[src/rtl/cfg_pkg.sv]
package cfg_pkg;
    localparam logic [7:0] IDX_CMD    = 8'h02;
    localparam logic [7:0] IDX_LDN    = 8'h07;
    localparam logic [7:0] IDX_DEVEN  = 8'h23;
    localparam logic [7:0] IDX_CLKSEL = 8'h24;
    localparam int         BANK_BASE  = 'h30;
    localparam logic [7:0] DEVEN_MASK = 8'h6F;
    localparam int         CLK_BIT    = 6;
    localparam int         LEAVE_BIT  = 1;
    localparam logic [7:0] FLOAT_BYTE = 8'hFF;

    typedef struct packed {
        logic [7:0] index;
        logic [7:0] ldn;
        logic [7:0] dev_en;
        logic       clk48;
        logic       leave_hold;
    } glob_state_t;
endpackage

[src/rtl/cfg_port_dec.sv]
module cfg_port_dec #(
    parameter logic [15:0] BASE_ADDR = 16'h03F0
) (
    input  logic [15:0] io_addr,
    input  logic        io_wr,
    input  logic        io_rd,
    input  logic        active,
    output logic        idx_wr,
    output logic        dat_wr,
    output logic        idx_rd,
    output logic        dat_rd
);
    localparam logic [15:0] DATA_ADDR = BASE_ADDR + 16'd1;

    logic hit_idx, hit_dat;

    always_comb begin
        hit_idx = active && (io_addr == BASE_ADDR);
        hit_dat = active && (io_addr == DATA_ADDR);
        idx_wr  = io_wr && hit_idx;
        dat_wr  = io_wr && hit_dat;
        idx_rd  = io_rd && hit_idx;
        dat_rd  = io_rd && hit_dat;
    end
endmodule

[src/rtl/cfg_bank.sv]
module cfg_bank #(
    parameter int REGS  = 16,
    localparam int OFS_W = $clog2(REGS)
) (
    input  logic             clk,
    input  logic             rst_n,
    input  logic             we,
    input  logic [OFS_W-1:0] ofs,
    input  logic [7:0]       wdata,
    output logic [7:0]       rdata,
    output logic             act_o
);
    logic [7:0] regs_d [REGS];
    logic [7:0] regs_q [REGS];

    always_comb begin
        for (int i = 0; i < REGS; i++) begin
            regs_d[i] = regs_q[i];
        end
        if (we) begin
            regs_d[ofs] = wdata;
        end
        rdata = regs_q[ofs];
        act_o = regs_q[0][0];
    end

    always_ff @(posedge clk) begin
        for (int i = 0; i < REGS; i++) begin
            if (!rst_n) regs_q[i] <= '0;
            else        regs_q[i] <= regs_d[i];
        end
    end
endmodule

[src/rtl/cfg_regfile.sv]
module cfg_regfile
    import cfg_pkg::*;
#(
    parameter logic [15:0] BASE_ADDR = 16'h03F0,
    parameter int          NUM_BANKS = 8,
    parameter int          BANK_REGS = 16
) (
    input  logic                 clk,
    input  logic                 rst_n,
    input  logic                 cfg_mode_i,
    input  logic [15:0]          io_addr,
    input  logic                 io_wr,
    input  logic                 io_rd,
    input  logic [7:0]           io_wdata,
    output logic [7:0]           io_rdata,
    output logic                 cfg_active_o,
    output logic [7:0]           dev_en_o,
    output logic                 clk48_sel_o,
    output logic [NUM_BANKS-1:0] dev_act_o
);
    localparam int OFS_W    = $clog2(BANK_REGS);
    localparam int BANK_END = BANK_BASE + BANK_REGS;

    glob_state_t st_d, st_q;
    logic        active;
    logic        idx_wr, dat_wr, idx_rd, dat_rd;
    logic        in_bank, ldn_ok;
    logic [OFS_W-1:0] bank_ofs;
    logic [7:0]  bank_rd [NUM_BANKS];
    logic [7:0]  bank_sel_rd;
    logic [NUM_BANKS-1:0] bank_we;
    logic [7:0]  cur_idx, cur_ldn;

    assign active  = cfg_mode_i && !st_q.leave_hold;
    assign cur_idx = st_q.index;
    assign cur_ldn = st_q.ldn;

    cfg_port_dec #(.BASE_ADDR(BASE_ADDR)) u_dec (
        .io_addr (io_addr),
        .io_wr   (io_wr),
        .io_rd   (io_rd),
        .active  (active),
        .idx_wr  (idx_wr),
        .dat_wr  (dat_wr),
        .idx_rd  (idx_rd),
        .dat_rd  (dat_rd)
    );

    always_comb begin
        in_bank  = (int'(st_q.index) >= BANK_BASE) && (int'(st_q.index) < BANK_END);
        bank_ofs = OFS_W'(int'(st_q.index) - BANK_BASE);
        ldn_ok   = int'(st_q.ldn) < NUM_BANKS;
    end

    for (genvar g = 0; g < NUM_BANKS; g++) begin : g_bank
        assign bank_we[g] = dat_wr && in_bank && ldn_ok && (st_q.ldn == 8'(g));
        cfg_bank #(.REGS(BANK_REGS)) u_bank (
            .clk   (clk),
            .rst_n (rst_n),
            .we    (bank_we[g]),
            .ofs   (bank_ofs),
            .wdata (io_wdata),
            .rdata (bank_rd[g]),
            .act_o (dev_act_o[g])
        );
    end

    always_comb begin
        bank_sel_rd = 8'h00;
        for (int i = 0; i < NUM_BANKS; i++) begin
            if (st_q.ldn == 8'(i)) bank_sel_rd = bank_rd[i];
        end
    end

    // next-state and read path
    always_comb begin
        st_d = st_q;
        if (idx_wr) st_d.index = io_wdata;
        if (dat_wr) begin
            unique case (st_q.index)
                IDX_CMD:    if (io_wdata[LEAVE_BIT]) st_d.leave_hold = 1'b1;
                IDX_LDN:    st_d.ldn    = io_wdata;
                IDX_DEVEN:  st_d.dev_en = io_wdata & DEVEN_MASK;
                IDX_CLKSEL: st_d.clk48  = io_wdata[CLK_BIT];
                default:    ;
            endcase
        end
        if (!cfg_mode_i) st_d.leave_hold = 1'b0;

        io_rdata = FLOAT_BYTE;
        if (idx_rd) begin
            io_rdata = st_q.index;
        end else if (dat_rd) begin
            io_rdata = 8'h00;
            if (in_bank) begin
                if (ldn_ok) io_rdata = bank_sel_rd;
            end else begin
                unique case (st_q.index)
                    IDX_LDN:    io_rdata = st_q.ldn;
                    IDX_DEVEN:  io_rdata = st_q.dev_en;
                    IDX_CLKSEL: io_rdata[CLK_BIT] = st_q.clk48;
                    default:    io_rdata = 8'h00;
                endcase
            end
        end
    end

    always_ff @(posedge clk) begin
        if (!rst_n) st_q <= '0;
        else        st_q <= st_d;
    end

    assign cfg_active_o = active;
    assign dev_en_o     = st_q.dev_en;
    assign clk48_sel_o  = st_q.clk48;
endmodule

[config.mk]
export PLATFORM = sky130hd
export DESIGN_NAME = cfg_regfile
export DESIGN_NICKNAME = d
export VERILOG_FILES = /design/src/rtl/cfg_pkg.sv /design/src/rtl/cfg_port_dec.sv /design/src/rtl/cfg_bank.sv /design/src/rtl/cfg_regfile.sv
export SDC_FILE = /design/constraint.sdc
export NUM_CORES = 2
export LEC_CHECK = 0
export BUFFER_PORTS_ARGS = -buffer_cell sky130_fd_sc_hd__buf_2
export CORE_ASPECT_RATIO = 0.6
export CORE_UTILIZATION = 55
export CTS_CLUSTER_SIZE = 14
export DETAILED_ROUTE_END_ITERATION = 12
export GPL_ROUTABILITY_DRIVEN = 1
export PLACE_DENSITY = 0.81
export SYNTH_ARGS = -nofsm -noshare
export SYNTH_HDL_FRONTEND = slang
export SYNTH_SLANG_ARGS = --single-unit
[constraint.sdc]
create_clock -name clk -period 2.9 [get_ports clk]
set_input_delay 0.29 -clock clk [delete_from_list [all_inputs] [get_ports clk]]
set_output_delay 0.29 -clock clk [all_outputs]
set_load 0.05 [all_outputs]
==> results.yml <==
status:
  status: "complete, but fails checks"
  failed_checks: "DRC, setup timing"
power_and_ir_drop:
  ir_drop_mv: 0.460
  power_density_mw_per_mm2: 481
  p_comb_share_pct: 3.0
  power.share.sequential_pct: 51.6
  intPower_w: 0.0217
  power_switching_share_pct: 22.6
  power_w: 0.0280
  p_leak_nw: 19.2
  switchingPower_w: 0.00633
  p_clk_share_pct: 45.4
sta:
  tightest_slew_ps: 893
  fin_ws_ps: -1160
  setup_viol: 584
  fmax_ghz: 0.246
  worst_slew_margin_rel_pct: 40.4
  finalHoldViolCount: 0
  report.final.slew_viol_count: 0
  period_minus_slack_ps: 4060
  rsz0062_at_grt: "true"
  final.period_utilization_pct: 140
  skew_ps: 32.6
  tns_ps: -40720
worst_setup_path:
  path_cells: "buf_12 > buf_4 > buf_16 > buf_6 > buf_6 > mux4_2 > or4_4 > o211ai_1 > a211oi_2 > a211oi_2 > o32ai_4 > buf_6"
  crit_fanout: 7
  path_class: "flip-flop to primary output"
  critical-path-max-stage-delay_ps: 520
  worstPathRequired_ps: 2610
  cp_slowest_cell: "mux4_2"
  critPathTopFamily: "buffers and inverters"
  worst_setup_path_end_kind: "primary output"
  critPathLaunchType: "flip-flop"
  arrival_ps: 3770
  worst-path-buf-inv: 6
  crit_top_cell: "buf_6"
cts:
  cts-root-buf: "clkbuf_16"
  cts_tree: "done"
  clk_latency_ps: 730
  cts_inserted_buffers: 94
  path_clk_slew_ps: 70
  htree_levels: 3
  cts_buffer_depth: 3
  cts_num_sinks: 1052
placed_design:
  dp_hpwl_mm: 115
  port-buffer-count: 52
  routabilityCongestion: 1.03
synth:
  netlist_area_mm2: 0.0487
  yosys_warnings: 0
  synth.distinct_cells: 63
  ys_seq_area_share_pct: 43.3
  synthFlopType: "dfxtp_1"
  synth_seq_cells: 1052
  synth_cells: 5430
  syn_avg_cell_area_um2: 8.96
  synth_edf_count: 0
  async_flop_share_pct: 0
global_route:
  grt_most_used_layer: "met1"
  antenna_found_initial: 4
  grt.met2_usage_pct: 50.8
  grt_pass1_wl_mm: 254
  grt.met1_usage_pct: 53.4
  grt_start_max_net_pins: 133
  overflow: 0
  use_met3_pct: 15.1
  grt_pass1_vias: 40300
  grt_util_all_layers_pct: 37.6
layout:
  syn_to_final_growth_pct: 19.7
  nFillCells: 6391
  layout-drive-gt1-share_pct: 22.6
  fin_nets: 5725
run:
  maxCapViolCount: 0
detailed_routing:
  drt-pass1-iter-count: 10
  vias: 44000
  antenna_left: 0
  routed_wl_mm: 176
  drtIter0Drc: 7009
  drc: 2
  via_per_inst: 6.35
  wl_per_cell_um: 25.3
floorplan:
  die_w_um: 386
  die-area_mm2: 0.0897
  initial_utilization_pct: 55.6
  rows: 84
  die_h_um: 232
  ios: 55
  placeableCoreArea_mm2: 0.0875
worst_hold_path:
  hold_path.class: "input port to flip-flop"
-- through the flow --
stage	hold slack, ps	setup slack (ps)	utilization [%]	std cells	instance area, µm²
2_1_floorplan	423	-0.348	-	5431	48800
3_3_place_gp	435	-739	60.4	6671	52800
3_5_place_dp	442	-724	60.4	6671	52800
4_1_cts	61.3	-1070	64.7	6867	56600
5_1_grt	104	-1180	66.5	6923	58200
6_report	69.4	-1160	66.5	6926	58200
-- layout by cell type (no fill, tap or decap), types with 7 or more instances in the layout --
| cell | n |
|---|---|
| a211oi_1 | 11 |
| a211oi_2 | 10 |
| a21boi_0 | 774 |
| a21boi_1 | 222 |
| a21boi_2 | 30 |
| a21oi_1 | 9 |
| a21oi_2 | 8 |
| buf_12 | 88 |
| buf_2 | 35 |
| buf_4 | 351 |
| buf_6 | 40 |
| clkbuf_1 | 23 |
| clkbuf_16 | 105 |
| clkbuf_8 | 18 |
| clkinv_2 | 14 |
| dfxtp_1 | 1047 |
| mux2_2 | 9 |
| mux2i_1 | 56 |
| mux4_2 | 285 |
| nand2_1 | 2101 |
| nand2_2 | 70 |
| nand2_4 | 47 |
| nand2_8 | 8 |
| nand2b_1 | 9 |
| nand3_1 | 25 |
| nor2_1 | 65 |
| nor2_2 | 29 |
| nor2_4 | 76 |
| nor2b_1 | 40 |
| nor3_1 | 7 |
| nor3_2 | 7 |
| o21ai_0 | 16 |
-- Yosys cell counts, types with 3 or more instances --
cell type | instances | area share, %
a21boi_1 | 106 | 1.6
or4_1 | 3 | 0.046
clkbuf_1 | 267 | 2.1
a22oi_1 | 6 | 0.093
nor3_1 | 13 | 0.13
mux2i_1 | 58 | 1.2
nand2_1 | 2207 | 17
o21ai_0 | 21 | 0.22
a211oi_1 | 22 | 0.34
mux4_2 | 285 | 13
a21oi_1 | 20 | 0.21
dfxtp_1 | 1052 | 43
nor2_2 | 33 | 0.42
nand2_4 | 10 | 0.23
nand2_2 | 9 | 0.12
nand4_1 | 4 | 0.051
o211ai_1 | 4 | 0.062
buf_6 | 3 | 0.069
buf_2 | 55 | 0.57
nor2b_1 | 41 | 0.53
inv_1 | 4 | 0.031
nand2b_1 | 9 | 0.12
nor3b_2 | 3 | 0.077
buf_4 | 34 | 0.52
a21boi_0 | 920 | 14
nand3_1 | 26 | 0.27
buf_1 | 6 | 0.046
nor2_1 | 78 | 0.60
mux2_2 | 9 | 0.21
and3_1 | 3 | 0.039
a2111oi_0 | 3 | 0.054
a31oi_1 | 9 | 0.12
nor2_4 | 59 | 1.4
a221oi_1 | 7 | 0.13
-- area by class of cell --
cell class / count / area (µm²) / area share (%)
multi-input cells: 4008 / 27200 / 46.7
flip-flops and latches: 1052 / 21100 / 36.2
repair buffers: 535 / 5490 / 9.42
clock buffers: 138 / 2760 / 4.74
well taps: 1161 / 1450 / 2.49
clock inverters: 24 / 258 / 0.443
inverters: 5 / 18.8 / 0.0322
diodes: 3 / 7.51 / 0.0129
-- registers in the layout, summed over array words and instances (netlist names), named ones only --
| name | count |
|---|---|
| st_q | 1 |
| cur_idx | 8 |
| dev_en_o | 6 |
| cur_ldn | 8 |
| g_bank.u_bank.regs_q | 1024 |
| clk48_sel_o | 1 |
-- logic make-up after synthesis --
group                  count (synthesis)  share of synthesized area, %
and+or+nand+nor                     2522                          21.5
DFF                                 1052                          43.3
buffers and inverters                371                          3.34
muxes                                352                          14.6
AOI/OAI and AO/OA                   1132                          17.3
other                                  1                       0.00771
-- worst min-delay path: stages --
cell and delay, ps:
buf_4 270, nand2_1 120, a21boi_1 50
-- power by group through the flow --
stage / clock (W) / combinational [W] / sequential [W]
after floorplan: 0 / 0.000525 / 0.0148
after global placement: 0 / 0.000792 / 0.0148
after detailed placement: 0 / 0.000794 / 0.0148
after CTS: 0.0127 / 0.000797 / 0.0144
after global routing: 0.0133 / 0.000849 / 0.0144
final: 0.0127 / 0.000841 / 0.0144
-- routing by layer --
metal / part of all wire, % / vias to the layer above
li1: - / 19000
met1: 38 / 21100
met2: 40 / 3301
met3: 17 / 569
met4: 4.5 / 4
met5: 0.014 / -
-- final timing paths --
path | startpoint | to | cells after the start | slack [ps]
worst min-delay path | io_wdata[1] | g_bank[7].u_bank.regs_q[5][1] | 3 | 70
worst max-delay path | flip-flop | io_rdata[2] | 12 | -1160
worst min register to register | g_bank[5].u_bank.regs_q[14][5] | g_bank[5].u_bank.regs_q[14][5] | 2 | 450
worst max register to register | cur_ldn[3] | g_bank[2].u_bank.regs_q[9][4] | 14 | -230
-- what timing repair did --
item,in CTS,in global routing
pin swaps,23,121
hold buffers,1,0
gates resized for setup,103,390
endpoints found under the hold margin,1,0
setup buffers,31,52
endpoints found under the setup margin,675,991
gates cloned,3,8
No activity file was read; power rests on OpenSTA's default activity.
